[src/rtl/usb_ls_rx_pkg.sv]
package usb_ls_rx_pkg;

  // Line state as {D+, D-}
  typedef enum logic [1:0] {
    LN_SE0 = 2'b00,
    LN_J   = 2'b01,
    LN_K   = 2'b10,
    LN_SE1 = 2'b11
  } line_t;

  typedef enum logic [2:0] {
    ST_IDLE,
    ST_HUNT,
    ST_RECV,
    ST_DROP,
    ST_WAIT_J
  } rx_state_t;

  localparam int STUFF_RUN = 6;

  function automatic line_t line_of(input logic dp, input logic dm);
    return line_t'({dp, dm});
  endfunction

  // NRZI: no change -> 1, change -> 0
  function automatic logic nrzi_bit(input logic prev_j, input logic cur_j);
    return ~(prev_j ^ cur_j);
  endfunction

  function automatic logic pid_ok(input logic [7:0] b);
    return b[7:4] == ~b[3:0];
  endfunction

endpackage

[src/rtl/usb_ls_rx_timer.sv]
module usb_ls_rx_timer #(
  parameter int CLKS_PER_BIT = 12
) (
  input  logic       clk,
  input  logic       rst_n,
  input  logic [1:0] line_i,
  output logic       edge_o,
  output logic       sample_o
);
  localparam int CW = $clog2(CLKS_PER_BIT);
  localparam logic [CW-1:0] PH_LAST = CW'(CLKS_PER_BIT - 1);
  localparam logic [CW-1:0] PH_MID  = CW'(CLKS_PER_BIT / 2);

  logic [1:0]    line_q;
  logic [CW-1:0] ph;

  assign edge_o   = (line_i != line_q);
  assign sample_o = !edge_o && (ph == PH_MID);

  // Phase restarts at every transition; the transition clock is phase 0.
  always_ff @(posedge clk or negedge rst_n) begin
    if (!rst_n) begin
      line_q <= 2'b01;
      ph     <= '0;
    end else begin
      line_q <= line_i;
      if (edge_o)
        ph <= CW'(1);
      else if (ph == PH_LAST)
        ph <= '0;
      else
        ph <= ph + CW'(1);
    end
  end
endmodule

[src/rtl/usb_ls_rx_destuff.sv]
module usb_ls_rx_destuff
  import usb_ls_rx_pkg::*;
(
  input  logic       clk,
  input  logic       rst_n,
  input  logic       start_i,
  input  logic       bit_stb_i,
  input  logic       line_j_i,
  output logic       dbit_valid_o,
  output logic       dbit_o,
  output logic       stuff_err_o,
  output logic [2:0] ones_o
);
  logic       prev_j;
  logic [2:0] ones;
  logic       decoded;
  logic       is_stuff;

  assign decoded      = nrzi_bit(prev_j, line_j_i);
  assign is_stuff     = (ones == 3'(STUFF_RUN));
  assign dbit_valid_o = bit_stb_i && !is_stuff;
  assign dbit_o       = decoded;
  assign stuff_err_o  = bit_stb_i && is_stuff && decoded;
  assign ones_o       = ones;

  always_ff @(posedge clk or negedge rst_n) begin
    if (!rst_n) begin
      prev_j <= 1'b1;
      ones   <= '0;
    end else if (start_i) begin
      prev_j <= 1'b0;      // sync ends on K
      ones   <= 3'd1;      // final sync bit decodes as 1
    end else if (bit_stb_i) begin
      prev_j <= line_j_i;
      if (is_stuff)
        ones <= '0;
      else if (decoded)
        ones <= ones + 3'd1;
      else
        ones <= '0;
    end
  end
endmodule

[src/rtl/usb_ls_rx_bytes.sv]
module usb_ls_rx_bytes
  import usb_ls_rx_pkg::*;
#(
  parameter int MAX_BYTES = 8,
  localparam int BCW = $clog2(MAX_BYTES + 1)
) (
  input  logic           clk,
  input  logic           rst_n,
  input  logic           start_i,
  input  logic           dbit_valid_i,
  input  logic           dbit_i,
  output logic           byte_done_o,
  output logic [7:0]     byte_o,
  output logic           first_o,
  output logic           pid_bad_o,
  output logic           overflow_o,
  output logic [BCW-1:0] count_o
);
  logic [7:0]     sreg;
  logic [2:0]     nbit;
  logic [BCW-1:0] cnt;

  assign byte_o      = {dbit_i, sreg[7:1]};
  assign byte_done_o = dbit_valid_i && (nbit == 3'd7);
  assign first_o     = (cnt == '0);
  assign pid_bad_o   = byte_done_o && first_o && !pid_ok(byte_o);
  assign overflow_o  = byte_done_o && (cnt == BCW'(MAX_BYTES));
  assign count_o     = cnt;

  always_ff @(posedge clk or negedge rst_n) begin
    if (!rst_n) begin
      sreg <= '0;
      nbit <= '0;
      cnt  <= '0;
    end else if (start_i) begin
      sreg <= '0;
      nbit <= '0;
      cnt  <= '0;
    end else if (dbit_valid_i) begin
      sreg <= byte_o;
      nbit <= nbit + 3'd1;
      if (byte_done_o && !overflow_o)
        cnt <= cnt + BCW'(1);
    end
  end
endmodule

[src/rtl/usb_ls_rx.sv]
module usb_ls_rx
  import usb_ls_rx_pkg::*;
#(
  parameter int CLKS_PER_BIT   = 12,
  parameter int MAX_BYTES      = 8,
  parameter int SYNC_WAIT_BITS = 16
) (
  input  logic       clk,
  input  logic       rst_n,
  input  logic       dp_i,
  input  logic       dm_i,
  output logic       rx_valid_o,
  output logic [7:0] rx_data_o,
  output logic       rx_pid_o,
  output logic       rx_eop_o,
  output logic       rx_pid_err_o,
  output logic       rx_stuff_err_o,
  output logic       rx_ovf_err_o
);
  localparam int BCW = $clog2(MAX_BYTES + 1);
  localparam int HCW = $clog2(SYNC_WAIT_BITS + 1);

  rx_state_t      state;
  logic [HCW-1:0] hunt_cnt;
  logic           prev_k;

  line_t line;
  logic  is_j, is_k, is_se0;
  logic  line_edge, sample_stb;
  logic  lock, bit_stb;
  logic  dbit_valid, dbit, stuff_err;
  logic [2:0] ones_run;
  logic  byte_done, first_byte, pid_bad, overflow;
  logic [7:0] byte_val;
  logic [BCW-1:0] byte_cnt;
  logic  abort, good_byte;

  assign line   = line_of(dp_i, dm_i);
  assign is_j   = (line == LN_J);
  assign is_k   = (line == LN_K);
  assign is_se0 = (line == LN_SE0);

  usb_ls_rx_timer #(.CLKS_PER_BIT(CLKS_PER_BIT)) u_timer (
    .clk(clk), .rst_n(rst_n), .line_i({dp_i, dm_i}),
    .edge_o(line_edge), .sample_o(sample_stb)
  );

  assign lock    = (state == ST_HUNT) && sample_stb && is_k && prev_k;
  assign bit_stb = (state == ST_RECV) && sample_stb && !is_se0;

  usb_ls_rx_destuff u_destuff (
    .clk(clk), .rst_n(rst_n), .start_i(lock), .bit_stb_i(bit_stb),
    .line_j_i(is_j), .dbit_valid_o(dbit_valid), .dbit_o(dbit),
    .stuff_err_o(stuff_err), .ones_o(ones_run)
  );

  usb_ls_rx_bytes #(.MAX_BYTES(MAX_BYTES)) u_bytes (
    .clk(clk), .rst_n(rst_n), .start_i(lock), .dbit_valid_i(dbit_valid),
    .dbit_i(dbit), .byte_done_o(byte_done), .byte_o(byte_val),
    .first_o(first_byte), .pid_bad_o(pid_bad), .overflow_o(overflow),
    .count_o(byte_cnt)
  );

  assign abort     = stuff_err || pid_bad || overflow;
  assign good_byte = byte_done && !pid_bad && !overflow;

  always_ff @(posedge clk or negedge rst_n) begin
    if (!rst_n) begin
      state          <= ST_IDLE;
      hunt_cnt       <= '0;
      prev_k         <= 1'b0;
      rx_valid_o     <= 1'b0;
      rx_data_o      <= '0;
      rx_pid_o       <= 1'b0;
      rx_eop_o       <= 1'b0;
      rx_pid_err_o   <= 1'b0;
      rx_stuff_err_o <= 1'b0;
      rx_ovf_err_o   <= 1'b0;
    end else begin
      rx_valid_o     <= 1'b0;
      rx_pid_o       <= 1'b0;
      rx_eop_o       <= 1'b0;
      rx_pid_err_o   <= 1'b0;
      rx_stuff_err_o <= 1'b0;
      rx_ovf_err_o   <= 1'b0;
      case (state)
        ST_IDLE: begin
          if (line_edge && is_k) begin
            state    <= ST_HUNT;
            hunt_cnt <= '0;
            prev_k   <= 1'b0;
          end
        end
        ST_HUNT: begin
          if (sample_stb) begin
            prev_k   <= is_k;
            hunt_cnt <= hunt_cnt + HCW'(1);
            if (is_se0)
              state <= ST_WAIT_J;
            else if (lock)
              state <= ST_RECV;
            else if (hunt_cnt == HCW'(SYNC_WAIT_BITS - 1))
              state <= ST_IDLE;
          end
        end
        ST_RECV: begin
          if (sample_stb && is_se0) begin
            rx_eop_o <= 1'b1;
            state    <= ST_WAIT_J;
          end else if (bit_stb) begin
            if (good_byte) begin
              rx_valid_o <= 1'b1;
              rx_data_o  <= byte_val;
              rx_pid_o   <= first_byte;
            end
            rx_pid_err_o   <= pid_bad;
            rx_ovf_err_o   <= overflow;
            rx_stuff_err_o <= stuff_err;
            if (abort)
              state <= ST_DROP;
          end
        end
        ST_DROP: begin
          if (sample_stb && is_se0)
            state <= ST_WAIT_J;
        end
        ST_WAIT_J: begin
          if (is_j)
            state <= ST_IDLE;
        end
        default: state <= ST_IDLE;
      endcase
    end
  end
endmodule

[config.mk]
export PLATFORM = sky130hd
export DESIGN_NAME = usb_ls_rx
export DESIGN_NICKNAME = d
export VERILOG_FILES = /design/src/rtl/usb_ls_rx_pkg.sv /design/src/rtl/usb_ls_rx_timer.sv /design/src/rtl/usb_ls_rx_destuff.sv /design/src/rtl/usb_ls_rx_bytes.sv /design/src/rtl/usb_ls_rx.sv
export SDC_FILE = /design/constraint.sdc
export NUM_CORES = 1
export LEC_CHECK = 0
export ABC_AREA = 1
export BUFFER_PORTS_ARGS = -buffer_cell sky130_fd_sc_hd__buf_2
export CORE_UTILIZATION = 35
export CTS_CLUSTER_DIAMETER = 150
export DETAILED_ROUTE_END_ITERATION = 8
export PLACE_DENSITY_LB_ADDON = 0.25
export SETUP_SLACK_MARGIN = 0.4
export SLEW_MARGIN = 5
export SYNTH_ARGS = -nofsm -noshare
export SYNTH_HDL_FRONTEND = slang
export SYNTH_SLANG_ARGS = --single-unit
[constraint.sdc]
create_clock -name clk -period 1.75 [get_ports clk]
set_clock_uncertainty 0.05 [all_clocks]
set_input_delay 0.35 -clock clk [delete_from_list [all_inputs] [get_ports clk]]
set_output_delay 0.35 -clock clk [all_outputs]
set_load 0.02 [all_outputs]
---- After elaboration in Yosys (flattened, before gate mapping) ----
Cells that the tools add are included.
Widths: inputs -> output; s select.
storage, ports and cells
  bits in registers ....................... 48
  input bits .............................. 4
  output and inout bits ................... 14
  logic and storage cells ................. 135
operators by class
  add/sub/neg operators ................... 5
  equal/unequal tests ..................... 21
  multiplexer cells ....................... 51
  bitwise operators ....................... 4
  reduce and logical (&&, ||, !) cells .... 37
operators with widths
  operator             number
  $mux 3               16
  $mux 1               23
  $mux 4               5
  $logic_and 1x1->1    18
  $mux 8               2
  $pmux 3 s5           1
  $mux 5               2
  $pmux 5 s2           1
  $eq 3x3->1 const B   3
  $add 4x1->4 const B  2
  $eq 4x4->1 const B   2
  $reduce_bool 2->1    4
  $reduce_and 7->1     1
  $add 3x1->3 const B  2
  $eq 3x2->1 const B   2
  $logic_not 1->1      6
  $ne 2x2->1 const B   3
  $add 5x1->5 const B  1
  $eq 5x4->1 const B   1
  $eq 4x3->1 const B   1
  $eq 4x4->1           1
  $logic_not 4->1      1
  $ne 4x3->1 const B   1
  $not 4->4            1
  other kinds (16)     18

---- Longest topological paths before layout ----
  depth after elaboration ................. 16
  mapped depth ............................ 13
  depth with buffers taken out ............ 13

---- By module ----
From an unflattened synthesis, not the netlist that was laid out.
second synthesis, totals
  cell total of the unflattened synthesis .. 316
  area total of the unflattened synthesis .. 2466.1 um2
by module, submodules not included
  module             times used  cells each  area each (um2)  seq. area each (um2)
  usb_ls_rx          1           140         1137.3           575.6
  usb_ls_rx_bytes    1           100         753.2            350.3
  usb_ls_rx_timer    1           37          306.5            151.4
  usb_ls_rx_destuff  1           39          269.0            101.3

---- Least setup slack after synthesis ----
Ideal clock, no wire load.
  path type ............................... register -> register
  from .................................... register u_timer.ph[0]
  to ...................................... register state[0]
  library setup time ...................... 0.117 ns
  data arrival time ....................... 1.523 ns
  data required time ...................... 1.583 ns
  setup slack ............................. 0.060 ns
  cell stages (with the launch flop) ...... 13
  path buffers ............................ 0
  period minus slack after synthesis ...... 1.690 ns
  cells stage by stage .................... dfrtp_1 -> inv_1 -> ha_1 -> nand3_1 -> nand3b_4 -> nor2_4 -> nand3_2 -> nand2_1 -> nand2_1 -> inv_1 -> nand2_1 -> nand2_1 -> nand2_1
on the way
  word-level cells in the longest chain between the ends .. 12
  elaborated cells between the ends (all ways) .. 28
  those cells by class .................... 6 x eq/ne; 5 x mux; 17 x reduce/logical
RTL lines
  element                            RTL line                 text
  start: declaration                 usb_ls_rx_timer.sv:15    logic [CW-1:0] ph;
  start signal: assignment           usb_ls_rx_timer.sv:32    ph <= ph + CW'(1);
  $eq 4x3->1 (*)                     usb_ls_rx_timer.sv:18    assign sample_o = !edge_o && (ph == PH_MID);
  $logic_and 1x1->1 (*)              usb_ls_rx_timer.sv:18
  $logic_and 1x1->1 (2 in a row)     usb_ls_rx.sv:49          assign bit_stb = (state == ST_RECV) && sample_stb && !is_se0;
  $logic_and 1x1->1                  usb_ls_rx_destuff.sv:21  assign dbit_valid_o = bit_stb_i && !is_stuff;
  $logic_and 1x1->1                  usb_ls_rx_bytes.sv:24    assign byte_done_o = dbit_valid_i && (nbit == 3'd7);
  $logic_and 1x1->1 (2 in a row)     usb_ls_rx_bytes.sv:26    assign pid_bad_o = byte_done_o && first_o && !pid_ok(byte_o);
  $logic_or 1x1->1 (2 in a row)      usb_ls_rx.sv:64          assign abort = stuff_err || pid_bad || overflow;
  $ne 3x2->1 (no source line)        --
  $reduce_and 7->1 (no source line)  --
  end signal: assignment             usb_ls_rx.sv:69          state <= ST_IDLE;
  end signal: assignment             usb_ls_rx.sv:89          state <= ST_HUNT;
  end signal: assignment             usb_ls_rx.sv:99          state <= ST_WAIT_J;
  end: declaration                   usb_ls_rx.sv:23          rx_state_t state;
Every way passes the cells marked *; elsewhere a longest branch is shown, timed or not. The select of a mux whose other input is x is not followed.
A chain may end at the register's enable or synchronous reset.

---- Final worst setup path ----
  from .................................... register u_timer.line_q[0]
  to ...................................... register u_bytes.cnt[3], in the netlist u_bytes.count_o[3]
on the way
  word-level cells in the longest chain between the ends .. 12
  elaborated cells between the ends (all ways) .. 17
  those cells by class .................... 1 x eq/ne; 1 x mux; 15 x reduce/logical
RTL lines
  element                             RTL line                 text
  start: declaration                  usb_ls_rx_timer.sv:14    logic [1:0] line_q;
  start signal: assignment            usb_ls_rx_timer.sv:26    line_q <= line_i;
  $ne 2x2->1 (*)                      usb_ls_rx_timer.sv:17    assign edge_o = (line_i != line_q);
  $logic_not 1->1 (*)                 usb_ls_rx_timer.sv:18
  $logic_and 1x1->1 (*)               usb_ls_rx_timer.sv:18
  $logic_and 1x1->1 (2 in a row)      usb_ls_rx.sv:49
  $logic_and 1x1->1                   usb_ls_rx_destuff.sv:21
  $logic_and 1x1->1                   usb_ls_rx_bytes.sv:24
  $logic_and 1x1->1                   usb_ls_rx_bytes.sv:27    assign overflow_o = byte_done_o && (cnt == BCW'(MAX_BYTES));
  $logic_not 1->1                     usb_ls_rx_bytes.sv:42    if (byte_done_o && !overflow_o)
  $logic_and 1x1->1                   usb_ls_rx_bytes.sv:42
  $reduce_bool 2->1 (no source line)  --
  $reduce_and 2->1 (no source line)   --
  end signal: assignment              usb_ls_rx_bytes.sv:43    cnt <= cnt + BCW'(1);
  end: declaration                    usb_ls_rx_bytes.sv:21    logic [BCW-1:0] cnt;
Every way passes the cells marked *; elsewhere a longest branch is shown, timed or not.

==> results.ini <==
[timing]
fmax_mhz=555
post-route-min-period_ns=1.80
hold_ws_ns=0.141
slew_headroom=0.671
finalCritPeriodShare=1.03
hold_violations=0
slew_violations=0
fin_ws_ns=-0.0507
rsz0062_at_grt=yes
worst_pin_slew_ns=0.494
tns_ns=-0.179
setup_viol=9

[global_routing]
grt_overflow=0
grt_pass1_wl_mm=8.55
grt_max_degree=29
grt.total_usage=0.150
antenna_found_initial=0
grt_pass1_vias=1859

[setup_path]
reg2reg_to=u_bytes.count_o[3]$_DFFE_PN0P_
reg2reg_depth=10
r2r_start=u_timer.line_q[0]$_DFF_PN1_
endpoint=u_bytes.count_o[3]$_DFFE_PN0P_
cp.depth=10
path_class=reg -> reg
critPathMaxStageDelay_ns=0.56
startpoint=u_timer.line_q[0]$_DFF_PN1_
rrSetupSlack_ns=-0.05
crit_chain=nand2_2 > nand2_4 > buf_6 > nand3b_4 > nor2_4 > nand3_4 > buf_12 > buf_6 > nand4_1 > nand2_1
start_kind=flip-flop
path_buf_inv=3
critPathMaxFanout=9
arrival_ns=1.95
critPathTopFamily=simple AND/OR/NAND/NOR gates
crit_path_frequent_cell=buf_6
cpMaxStageDelayCell=dfstp_2
endpoint_kind=flip-flop
cp_data_required_time_ns=1.90

[synthesis]
yosysWarnings=0
yosysSeqAreaShare=0.487
ys_types=36
synth_nets=287
synth_seq_cells=47
syn-cell-area_um2=2420
syn_area_per_cell_um2=8.86
syn_inst=273

[status]
status=finished, violations left
violations=setup timing

[routing]
vias=1964
routedWlPerCell_um=12.6
drc_errors=0
ant_nets=0
dr.pass1.iters=4
via_per_inst=4.80
wl_mm=5.14
wl_met2_mm=2.59
first_iter_violations=99
routed.top_layer=met4
wl_met3_um=162
wl_met1_mm=2.33

[floorplanning]
rows=29
core_area_um2=6490
die_y_um=85.1
die_area_um2=7250
io_pins=18
die_x_um=85.1
initial_core_util=0.372

[cts]
htreeDepth=2
clkTransAtPathRegs_ns=0.09
cts_num_sinks=47
cts_tree=built
cts_inserted_buffers=5
cts_root_buf=clkbuf_8
clk_latency_ns=0.30
clockBufferDepth=2

[power]
irDropWorstVdd_v=0.000336
power_density_nw_per_um2=683
p_sw_uw=612
power_frac_clock=0.359
swShare=0.270
pwr-share-comb=0.141
p_leak_uw=0.00165
p_seq_frac=0.500
intPower_uw=1660

[placement]
hpwl_mm=3.55
placed_area_um2=2810
io_buffers=17
gp_congestion=0.836

[layout]
area_growth_pct=37.2
layout-drive-gt1-share=0.416
fin_nets=345
diodes=0
fin_area_um2=3320

[flow_run]
cap_violations=0

[min_path]
min_from=dm_i
hp-class=in -> reg

## worst min-delay path by stage
stage	cells past startpoint	endpoint	slack (ns)
floorplan	0	hunt_cnt[0]$_DFFE_PN0P_	0.004
global route	1	u_timer.line_q[0]$_DFF_PN1_	0.13
global placement	1	hunt_cnt[4]$_DFFE_PN0P_	0.30
CTS	1	u_timer.line_q[0]$_DFF_PN1_	0.12
finish	1	u_timer.line_q[0]$_DFF_PN1_	0.14
detailed placement	1	hunt_cnt[4]$_DFFE_PN0P_	0.30
## Yosys cell counts (all sizes together)
cell / instances / area, um2
nand2: 66 / 268
dfrtp: 45 / 1130
inv: 39 / 146
nor2: 27 / 134
nand3: 20 / 110
o21ai: 19 / 118
a21oi: 12 / 60.1
ha: 10 / 125
nor3: 7 / 35.0
xor2: 6 / 60.1
buf: 3 / 23.8
nand4: 3 / 33.8
xnor2: 3 / 33.8
dfstp: 2 / 52.6
nand3b: 2 / 27.5
nor3b: 2 / 15.0
o211ai: 2 / 15.0
a22o: 1 / 8.76
and3: 1 / 6.26
clkinv: 1 / 5.00
o21bai: 1 / 7.51
o31ai: 1 / 7.51
## power by group through the flow
stage                     combinational (uW)  sequential (uW)  clock [uW]
after detailed placement                 267             1160           0
after floorplan                          186             1150           0
after global routing                     365             1140         871
final                                    320             1130         814
after CTS                                293             1130         830
after global placement                   266             1150           0
## sequential cells by signal (all words and copies together) (netlist names)
signal and cells:
rx_valid_o 1, hunt_cnt 5, rx_pid_o 1, u_destuff.prev_j 1, prev_k 1, u_timer.ph 4, rx_stuff_err_o 1, state 3
rx_pid_err_o 1, u_destuff.ones_o 3, rx_data_o 8, u_bytes.sreg 7, u_timer.line_q 2, rx_eop_o 1, u_bytes.nbit 3, u_bytes.count_o 4
rx_ovf_err_o 1
## final cells by class
class | instances | area [um2]
clock buffer | 5 | 68.8
clock inverter | 3 | 43.8
fill | 602 | 3180
inverter | 40 | 169
multi-input combinational | 184 | 1310
sequential | 47 | 1180
tap | 77 | 96.3
timing repair buffer | 53 | 449
## kinds of logic after synthesis
kind of cell,share of synthesized area
compound gates,0.0895
xor+xnor,0.0388
fa+ha+maj,0.0517
buf+inv,0.0724
flops,0.487
simple gates,0.260
## placed cells by master (no fill, tap or decap), drive strengths merged, types with 5 or more instances in the layout
cell	n
clkbuf	5
buf	52
dfrtp	45
inv	38
nand3	20
nand2	67
nor2	27
xor2	6
o21ai	19
ha	10
a21oi	12
nor3	7
## worst reg2reg max path: cells and delay by family (launching register included)
kind	cells	cell delay, ns
buffers and inverters	3	0.39
DFF	1	0.56
and+or+nand+nor	7	0.71
## routing by layer
layer / up-vias / global-route usage
li1: 986 / -
met1: 942 / 0.204
met2: 32 / 0.238
met3: 4 / 0.0331
met4: 0 / 0.0508
met5: - / 0
## what timing repair did
action,CTS,global route
endpoints found under the setup margin,40,41
pin swaps,11,21
setup buffers,7,3
gates cloned,1,0
gates resized for setup,31,55
hold buffers,1,0
endpoints found under the hold margin,17,0
## through the flow
| step | cells | setup slack, ns | utilization | power (uW) |
|---|---|---|---|---|
| 2_1_floorplan | 273 | 0.0874 | - | 1340 |
| 3_3_place_gp | 389 | -0.0193 | 0.433 | 1420 |
| 3_5_place_dp | 389 | -0.0598 | 0.433 | 1420 |
| 4_1_cts | 406 | 0.0129 | 0.479 | 2260 |
| 5_1_grt | 409 | -0.126 | 0.511 | 2380 |
| 6_report | 409 | -0.0507 | 0.511 | 2270 |
Power figures use the tool's default switching activity.
